## config.mk

```make
export PLATFORM = sky130hd
export DESIGN_NAME = lw_sram
export DESIGN_NICKNAME = d
export VERILOG_FILES = /design/src/rtl/lw_sram_pkg.sv /design/src/rtl/lw_sram_ctrl.sv /design/src/rtl/lw_sram_array.sv /design/src/rtl/lw_sram_outdrv.sv /design/src/rtl/lw_sram.sv
export SDC_FILE = /design/constraint.sdc
export NUM_CORES = 1
export LEC_CHECK = 0
export ABC_AREA = 1
export BUFFER_PORTS_ARGS = -buffer_cell sky130_fd_sc_hd__buf_2
export CAP_MARGIN = 0
export CORE_MARGIN = 4
export CORE_UTILIZATION = 55
export CTS_CLUSTER_DIAMETER = 120
export DETAILED_ROUTE_END_ITERATION = 6
export PLACE_DENSITY = 0.71
export SYNTH_ARGS = -nofsm -noshare
export SYNTH_HDL_FRONTEND = slang
export SYNTH_SLANG_ARGS = --single-unit
export TNS_END_PERCENT = 1
```

## constraint.sdc

```tcl
create_clock -name clk -period 2.7 [get_ports clk]
set_clock_uncertainty 0.2 [all_clocks]
set_input_delay 0.54 -clock clk [delete_from_list [all_inputs] [get_ports clk]]
set_output_delay 0.54 -clock clk [all_outputs]
set_load 0.02 [all_outputs]
```

## src/rtl/lw_sram_pkg.sv

```systemverilog
package lw_sram_pkg;
  localparam int BEAT_W = 2;
  localparam int BEATS  = 1 << BEAT_W;

  // Low address bits for burst beat 'beat' starting from 'start'.
  function automatic logic [BEAT_W-1:0] beat_low(input logic [BEAT_W-1:0] start,
                                                 input logic [BEAT_W-1:0] beat,
                                                 input logic              linear);
    logic [BEAT_W-1:0] r;
    if (linear) r = start + beat;
    else        r = start ^ beat;
    return r;
  endfunction

  // All three chip enables in their active states.
  function automatic logic chips_on(input logic c1_n, input logic c2, input logic c3_n);
    return !c1_n && c2 && !c3_n;
  endfunction
endpackage

```

## src/rtl/lw_sram_ctrl.sv

```systemverilog
module lw_sram_ctrl
  import lw_sram_pkg::*;
#(
  parameter int ADDR_W = 6,
  parameter int BYTES  = 2
) (
  input  logic              clk,
  input  logic              rst_n,
  input  logic              pipe_mode,
  input  logic              lin_burst,
  input  logic              ce1_n,
  input  logic              ce2,
  input  logic              ce3_n,
  input  logic              we_n,
  input  logic              adv,
  input  logic              sleep,
  input  logic [ADDR_W-1:0] addr,
  input  logic [BYTES-1:0]  bw_n,
  output logic              wr_fire,
  output logic [ADDR_W-1:0] wr_addr,
  output logic [BYTES-1:0]  wr_be,
  output logic              rd_fire,
  output logic [ADDR_W-1:0] rd_addr,
  output logic              fwd_hit
);
  // decoded command of this cycle
  logic              chip_sel, go_adv, go_new, cmd_v, cmd_we;
  logic [ADDR_W-1:0] cmd_addr;
  // burst state
  logic              b_act, b_we;
  logic [ADDR_W-1:0] b_base;
  logic [BEAT_W-1:0] b_beat, beat_nx;
  // command stages
  logic              s1_v, s1_we, s2_v, s2_we;
  logic [ADDR_W-1:0] s1_addr, s2_addr;
  logic [BYTES-1:0]  s1_be, s2_be;

  always_comb begin
    chip_sel = chips_on(ce1_n, ce2, ce3_n);
    go_adv   = adv && b_act && !sleep;
    go_new   = !adv && chip_sel && !sleep;
    cmd_v    = go_adv || go_new;
    beat_nx  = b_beat + BEAT_W'(1);
    cmd_we   = go_adv ? b_we : !we_n;
    cmd_addr = addr;
    if (go_adv)
      cmd_addr = {b_base[ADDR_W-1:BEAT_W], beat_low(b_base[BEAT_W-1:0], beat_nx, lin_burst)};
  end

  always_ff @(posedge clk or negedge rst_n) begin
    if (!rst_n) begin
      b_act  <= 1'b0;
      b_we   <= 1'b0;
      b_base <= '0;
      b_beat <= '0;
    end else if (go_new) begin
      b_act  <= 1'b1;
      b_we   <= !we_n;
      b_base <= addr;
      b_beat <= '0;
    end else if (go_adv) begin
      b_beat <= beat_nx;
    end else begin
      b_act  <= 1'b0;
    end
  end

  always_ff @(posedge clk or negedge rst_n) begin
    if (!rst_n) begin
      s1_v <= 1'b0; s1_we <= 1'b0; s1_addr <= '0; s1_be <= '0;
      s2_v <= 1'b0; s2_we <= 1'b0; s2_addr <= '0; s2_be <= '0;
    end else begin
      s1_v    <= cmd_v;
      s1_we   <= cmd_we;
      s1_addr <= cmd_addr;
      s1_be   <= ~bw_n;
      s2_v    <= s1_v;
      s2_we   <= s1_we;
      s2_addr <= s1_addr;
      s2_be   <= s1_be;
    end
  end

  // array update event: one stage late in flow-through, two in pipelined
  always_comb begin
    if (pipe_mode) begin
      wr_fire = s2_v && s2_we;
      wr_addr = s2_addr;
      wr_be   = s2_be;
    end else begin
      wr_fire = s1_v && s1_we;
      wr_addr = s1_addr;
      wr_be   = s1_be;
    end
    rd_fire = s1_v && !s1_we;
    rd_addr = s1_addr;
    fwd_hit = wr_fire && rd_fire && (wr_addr == rd_addr);
  end

  // without all chip enables and without an advance, nothing is staged
  p_desel_r8: assert property (@(posedge clk) disable iff (!rst_n)
    (!chip_sel && !(adv && b_act)) |=> !s1_v);

  // a command sampled during sleep is dropped
  p_sleep_drop_r12: assert property (@(posedge clk) disable iff (!rst_n)
    sleep |=> !s1_v);

  // flow-through write reaches the array port one edge after its command
  p_late_ft_r4: assert property (@(posedge clk) disable iff (!rst_n)
    (cmd_v && cmd_we && !pipe_mode) |=> (wr_fire && wr_addr == $past(cmd_addr)));

  // pipelined write reaches the array port two edges after its command
  p_late_pl_r4: assert property (@(posedge clk) disable iff (!rst_n)
    (cmd_v && cmd_we && pipe_mode) |=> ##1 wr_fire);
endmodule

```

## src/rtl/lw_sram_array.sv

```systemverilog
module lw_sram_array #(
  parameter int ADDR_W = 6,
  parameter int BYTES  = 2,
  parameter int BYTE_W = 9
) (
  input  logic                    clk,
  input  logic                    rst_n,
  input  logic                    pipe_mode,
  input  logic                    wr_fire,
  input  logic [ADDR_W-1:0]       wr_addr,
  input  logic [BYTES-1:0]        wr_be,
  input  logic [BYTES*BYTE_W-1:0] d_in,
  input  logic                    rd_fire,
  input  logic [ADDR_W-1:0]       rd_addr,
  input  logic                    fwd_hit,
  output logic [BYTES*BYTE_W-1:0] rd_data,
  output logic                    rd_valid
);
  localparam int DEPTH  = 1 << ADDR_W;
  localparam int DATA_W = BYTES * BYTE_W;

  function automatic logic [BYTE_W-1:0] lane_pick(input logic              take_new,
                                                  input logic [BYTE_W-1:0] new_b,
                                                  input logic [BYTE_W-1:0] old_b);
    return take_new ? new_b : old_b;
  endfunction

  logic [DATA_W-1:0] word_rd;
  logic              r1_v, r2_v;
  logic [DATA_W-1:0] r1_d, r2_d;

  for (genvar g = 0; g < BYTES; g++) begin : g_lane
    logic [BYTE_W-1:0] mem [DEPTH];
    logic [BYTE_W-1:0] lane_old;

    always_ff @(posedge clk) begin
      if (wr_fire && wr_be[g])
        mem[wr_addr] <= d_in[g*BYTE_W +: BYTE_W];
    end

    assign lane_old = mem[rd_addr];
    assign word_rd[g*BYTE_W +: BYTE_W] =
      lane_pick(fwd_hit && wr_be[g], d_in[g*BYTE_W +: BYTE_W], lane_old);
  end

  always_ff @(posedge clk or negedge rst_n) begin
    if (!rst_n) begin
      r1_v <= 1'b0; r1_d <= '0;
      r2_v <= 1'b0; r2_d <= '0;
    end else begin
      r1_v <= rd_fire;
      r1_d <= rd_fire ? word_rd : '0;
      r2_v <= r1_v;
      r2_d <= r1_d;
    end
  end

  assign rd_valid = pipe_mode ? r2_v : r1_v;
  assign rd_data  = pipe_mode ? r2_d : r1_d;

  // flow-through read result one edge after evaluation start
  p_ft_lat_r2: assert property (@(posedge clk) disable iff (!rst_n)
    (rd_fire && !pipe_mode) |=> rd_valid);

  // no flow-through result without a read
  p_ft_idle_r2: assert property (@(posedge clk) disable iff (!rst_n)
    (!rd_fire && !pipe_mode) |=> !rd_valid);

  // pipelined read result passes one more register
  p_pl_lat_r3: assert property (@(posedge clk) disable iff (!rst_n)
    (rd_fire && pipe_mode) |=> ##1 rd_valid);
endmodule

```

## src/rtl/lw_sram_outdrv.sv

```systemverilog
module lw_sram_outdrv #(
  parameter int DATA_W = 18
) (
  input  logic              rd_valid,
  input  logic [DATA_W-1:0] rd_data,
  input  logic              oe_n,
  input  logic              sleep,
  output logic [DATA_W-1:0] q,
  output logic              q_drv
);
  always_comb begin
    q_drv = rd_valid && !oe_n && !sleep;
    q     = q_drv ? rd_data : '0;
  end
endmodule

```

## src/rtl/lw_sram.sv

```systemverilog
module lw_sram #(
  parameter int ADDR_W = 6,
  parameter int BYTES  = 2,
  parameter int BYTE_W = 9,
  localparam int DATA_W = BYTES * BYTE_W
) (
  input  logic              clk,
  input  logic              rst_n,
  input  logic              pipe_mode,
  input  logic              lin_burst,
  input  logic              ce1_n,
  input  logic              ce2,
  input  logic              ce3_n,
  input  logic              we_n,
  input  logic              adv,
  input  logic [ADDR_W-1:0] addr,
  input  logic [BYTES-1:0]  bw_n,
  input  logic [DATA_W-1:0] d_in,
  input  logic              oe_n,
  input  logic              sleep,
  output logic [DATA_W-1:0] q,
  output logic              q_drv
);
  logic              wr_fire, rd_fire, fwd_hit, rd_valid;
  logic [ADDR_W-1:0] wr_addr, rd_addr;
  logic [BYTES-1:0]  wr_be;
  logic [DATA_W-1:0] rd_data;

  lw_sram_ctrl #(.ADDR_W(ADDR_W), .BYTES(BYTES)) i_ctrl (
    .clk(clk), .rst_n(rst_n), .pipe_mode(pipe_mode), .lin_burst(lin_burst),
    .ce1_n(ce1_n), .ce2(ce2), .ce3_n(ce3_n), .we_n(we_n), .adv(adv),
    .sleep(sleep), .addr(addr), .bw_n(bw_n),
    .wr_fire(wr_fire), .wr_addr(wr_addr), .wr_be(wr_be),
    .rd_fire(rd_fire), .rd_addr(rd_addr), .fwd_hit(fwd_hit)
  );

  lw_sram_array #(.ADDR_W(ADDR_W), .BYTES(BYTES), .BYTE_W(BYTE_W)) i_array (
    .clk(clk), .rst_n(rst_n), .pipe_mode(pipe_mode),
    .wr_fire(wr_fire), .wr_addr(wr_addr), .wr_be(wr_be), .d_in(d_in),
    .rd_fire(rd_fire), .rd_addr(rd_addr), .fwd_hit(fwd_hit),
    .rd_data(rd_data), .rd_valid(rd_valid)
  );

  lw_sram_outdrv #(.DATA_W(DATA_W)) i_outdrv (
    .rd_valid(rd_valid), .rd_data(rd_data), .oe_n(oe_n), .sleep(sleep),
    .q(q), .q_drv(q_drv)
  );
endmodule

```

==> summary.md <==
| Metric | Value |
|---|---|
| Seq/Total Area, Yosys | `73.4%` |
| Status | `finished clean` |
| Max stage delay on crit path | `~0.56 ns` |
| Crit-path max FO | `44` |
| Initial DRC Count | `~4,900` |
| Top delay family on crit path | `simple AND/OR/NAND/NOR gates` |
| Final Hold Viols | `0` |
| Critical Path RT | `about 3.1 ns` |
| Remaining DRCs | `0` |
| Largest net degree at the start of global routing | `a little over 90` |
| Number of setup buffers added after CTS | `0` |
| Post-DRT Antenna Nets | `0` |
| Initial antenna violation count | `4` |
| Max cap viols | `0` |
| Placer Congestion | `between 0.9 and 1` |
| Remaining Overflow, GRT | `0` |
| Slowest CP cell | `dfrtp_4` |
| Fill cell count | `between 6,000 and 7,000` |
| Worst setup SP type | `flop` |
| Crit path kind | `flop to flop` |
| Period utilisation layout | `between 90% and 100%` |
| Vias in the first global route | `32,966` |
| Internal power | `30.3 mW` |
| Cell Chain, Critical Path | `buf_12, buf_12, nand2_1, nand3_1, nand3_1, nand3_1, nand3_1, nand3_1, nand2_1, a21oi_1, buf_4` |
| Post-synth EDFFs | `roughly 1,200` |
| Die area | `between 90,000 and 100,000 um2` |
| Die X-Extent | `between 300 and 400 um` |
| Total power draw | `a little under 40 mW` |
| CTS Root Cell | `clkbuf_16` |
| Share of the synthesized area in the top cell type | `a little over two thirds` |
| CTS tree | `yes` |
| Clock slew at reported path FFs | `0.06 ns` |
| Post-Route WL | `135 mm` |
| Design area | `around 57,000 um2` |
| Synthesized area | `between 40,000 and 50,000 um2` |
| Clock latency on the worst-skew pair | `0.68 ns` |
| Share of cells above drive strength 1 | `12.2%` |
| Worst slew margin | `about half` |
| Gr usage total | `28.4%` |
| Layout area overhead | `15.0%` |
| FF+latch count, synth | `roughly 1,200` |
| Port bufs | `55` |
| Top_reg_cell synth | `edfxtp_1` |
| Max Freq | `379 MHz` |
| Reg2reg path depth | `11` |
| Cell count of the worst hold path | `1` |
| Num ports | `56` |
| Leak | `about 21 nW` |
| DP Area | `about 53,000 um2` |
| Crit path time final | `between 2 and 3 ns` |
| Combinational share of power | `7.1%` |
| Most used cell, CP | `nand3_1` |
| Least-Margin Pin Slew | `between 0.7 and 0.8 ns` |
| FFs w/ async S/R, synth | `5.57%` |
| Num CTS Buffers | `approximately 120` |
| Setup WS pre-CTS | `-0.199 ns` |
| Vias | `~34,000` |
| Vias/cell | `roughly 6` |
| Hpwl dp | `roughly 87 mm` |
| Height of the chip | `between 300 and 400 um` |
| Avg WL per Cell | `23.5 um` |
| Crit. End Element | `flop` |
| Rows | `roughly 110` |
| FF+latch area | `roughly 36,000 um2` |
| VDD IR max | `a little under 600 uV` |
| Final slew viol count | `0` |
| Power density cells | `~690 nW/um2` |
| Core area | `88,800 um2` |
| P_sw | `8.82 mW` |
| Global-route wire length before repair | `between 200 and 250 mm` |
| Clock Tree Buf Depth | `3` |
| Pre-Repair DR Iteration Count | `6` |
| TNS Setup | `0 ns` |
| CTS sink count | `1,220` |
| Multi-input gate area | `approximately 12,000 um2` |
| Syn nets | `4,283` |
| Worst setup margin | `0.0618 ns` |
| Synth cell types | `25` |
| Yosys top cell by area | `edfxtp_1` |
| Final setup vio count | `0` |
| Sw Share | `between 20 and 25%` |
| Nets | `~4,500` |
| Synth Area per Inst | `~12 um2` |
| Unrepaired setup endpoints after global routing | `yes` |
| Synth warn | `0` |
| CTS HTree Levels | `3` |
| Worst path depth | `11` |
| Crit path buf inv count | `3` |
| Clk pwr share | `between 30% and 40%` |
| Synth area leaders | `edfxtp_1 (70%), nand3_1 (11%), nand2_1 (10%)` |
| Initial Utilization | `55.7%` |
| Post-synthesis instance total | `4,245` |
| Sequential Power Share | `a little over half` |
| Worst Hold Class | `input port to flop` |
| Crit path arrival time | `around 3.1 ns` |
==> routing by layer <==
| layer | routed length, um | track usage [%] | vias up | part of all wire [%] |
|---|---|---|---|---|
| met5 | 0 | 0 | - | 0 |
| met1 | 51200 | 39.6 | 16460 | 38 |
| li1 | - | - | 15444 | - |
| met3 | 13500 | 4.49 | 332 | 10 |
| met2 | 63800 | 45.4 | 2038 | 47 |
| met4 | 6000 | 11.7 | 0 | 4.5 |
==> state kept, by name, summed over array words and instances, names as in the netlist <==
name / cells
i_array.g_lane.mem: 1152
i_ctrl.s2_addr: 6
i_ctrl.s2_v: 1
i_ctrl.b_beat: 2
i_ctrl.rd_addr: 6
i_ctrl.b_base: 6
i_array.r1_d: 18
i_array.r2_d: 18
i_ctrl.s2_be: 2
i_array.r1_v: 1
i_ctrl.s1_v: 1
i_ctrl.s1_be: 2
i_ctrl.b_we: 1
i_ctrl.b_act: 1
i_array.r2_v: 1
i_ctrl.s2_we: 1
i_ctrl.s1_we: 1
==> area by class of cell <==
cell class | count | area share [%]
Sequential cell | 1220 | 63.8
Multi-Input combinational cell | 2703 | 20.7
Timing Repair Buffer | 394 | 6.20
Clock buffer | 150 | 5.51
Tap cell | 1165 | 2.56
Clock inverter | 61 | 0.843
Inverter | 43 | 0.337
Antenna cell | 1 | 0.00440
==> cells in the final DEF, fill, tap and decap left out, types with 4 or more instances in the layout <==
| cell type | count |
|---|---|
| a21oi_1 | 38 |
| buf_12 | 50 |
| buf_2 | 55 |
| buf_4 | 274 |
| bufinv_16 | 7 |
| clkbuf_1 | 26 |
| clkbuf_16 | 118 |
| clkbuf_8 | 6 |
| clkinv_1 | 35 |
| clkinv_2 | 17 |
| dfrtp_1 | 64 |
| dlygate4sd3_1 | 10 |
| edfxtp_1 | 1152 |
| inv_1 | 35 |
| nand2_1 | 1345 |
| nand3_1 | 1120 |
| nand4_1 | 18 |
| nor2_1 | 146 |
| o21ai_0 | 15 |
| xor2_1 | 4 |
==> path summary, 6_finish.rpt <==
| check | startpoint | end | slack (ns) |
|---|---|---|---|
| worst min register to register | i_ctrl.s1_be[1] | i_ctrl.s2_be[1] | 0.18 |
| max in group asynchronous | rst_n | i_array.r1_d[0] | 1.60 |
| min in group asynchronous | rst_n | i_array.r2_d[11] | 0.14 |
| worst min-delay path | d_in[0] | i_array.g_lane[0].mem[11][0] | 0.04 |
| worst max register to register | i_ctrl.rd_addr[0] | i_array.r1_d[4] | 0.06 |
| worst max-delay path | i_ctrl.rd_addr[0] | i_array.r1_d[4] | 0.06 |
==> power by group through the flow <==
stage / registers (mW) / logic, mW / clock network (mW)
floorplan: 21.2 / 1.39 / 0
global placement: 21.2 / 2.69 / 0
detailed placement: 21.2 / 2.73 / 0
CTS: 20.8 / 2.76 / 15.7
global route: 20.8 / 2.99 / 16.6
finish: 20.8 / 2.79 / 15.6
==> through the flow <==
step           util (%)  hold WS, ns  instances
6_report           64.1       0.0388       5737
2_1_floorplan         -       0.0444       4245
4_1_cts            64.0      0.00813       5737
3_5_place_dp       59.8        0.163       5516
3_3_place_gp       59.8        0.162       5516
5_1_grt            64.1       0.0273       5736
==> cells by family (layout without fill, tap and decap cells) <==
| family | count (synthesis) | after routing | share of synthesized area, % |
|---|---|---|---|
| and+or+nand+nor | 2641 | 2641 | 23.1 |
| DFF | 1220 | 1220 | 73.4 |
| buffers and inverters | 322 | 648 | 2.88 |
| AOI/OAI and AO/OA | 56 | 56 | 0.582 |
| xor gates and xnor gates | 4 | 4 | 0.0708 |
| adders and majority gates | 1 | 1 | 0.0253 |
| muxes | 1 | 1 | 0.0228 |
| other | 0 | 1 | 0 |
==> timing repair <==
action	in CTS	in global routing
resized for setup	2	11
endpoints found under the hold margin	83	0
endpoints found under the setup margin	25	87
hold buffers	10	0
gates cloned	0	0
==> Yosys cell counts (4+ instances only) <==
master and number:
nand3_1 1122, inv_1 39, a21oi_1 38, clkbuf_1 84, dfrtp_1 68, nand2_1 1347, nand4_1 18, buf_1 36
edfxtp_1 1152, nor2_1 148, o21ai_0 15, buf_2 154, buf_4 4, xor2_1 4
Note: power is estimated with default switching activity, not from simulation.
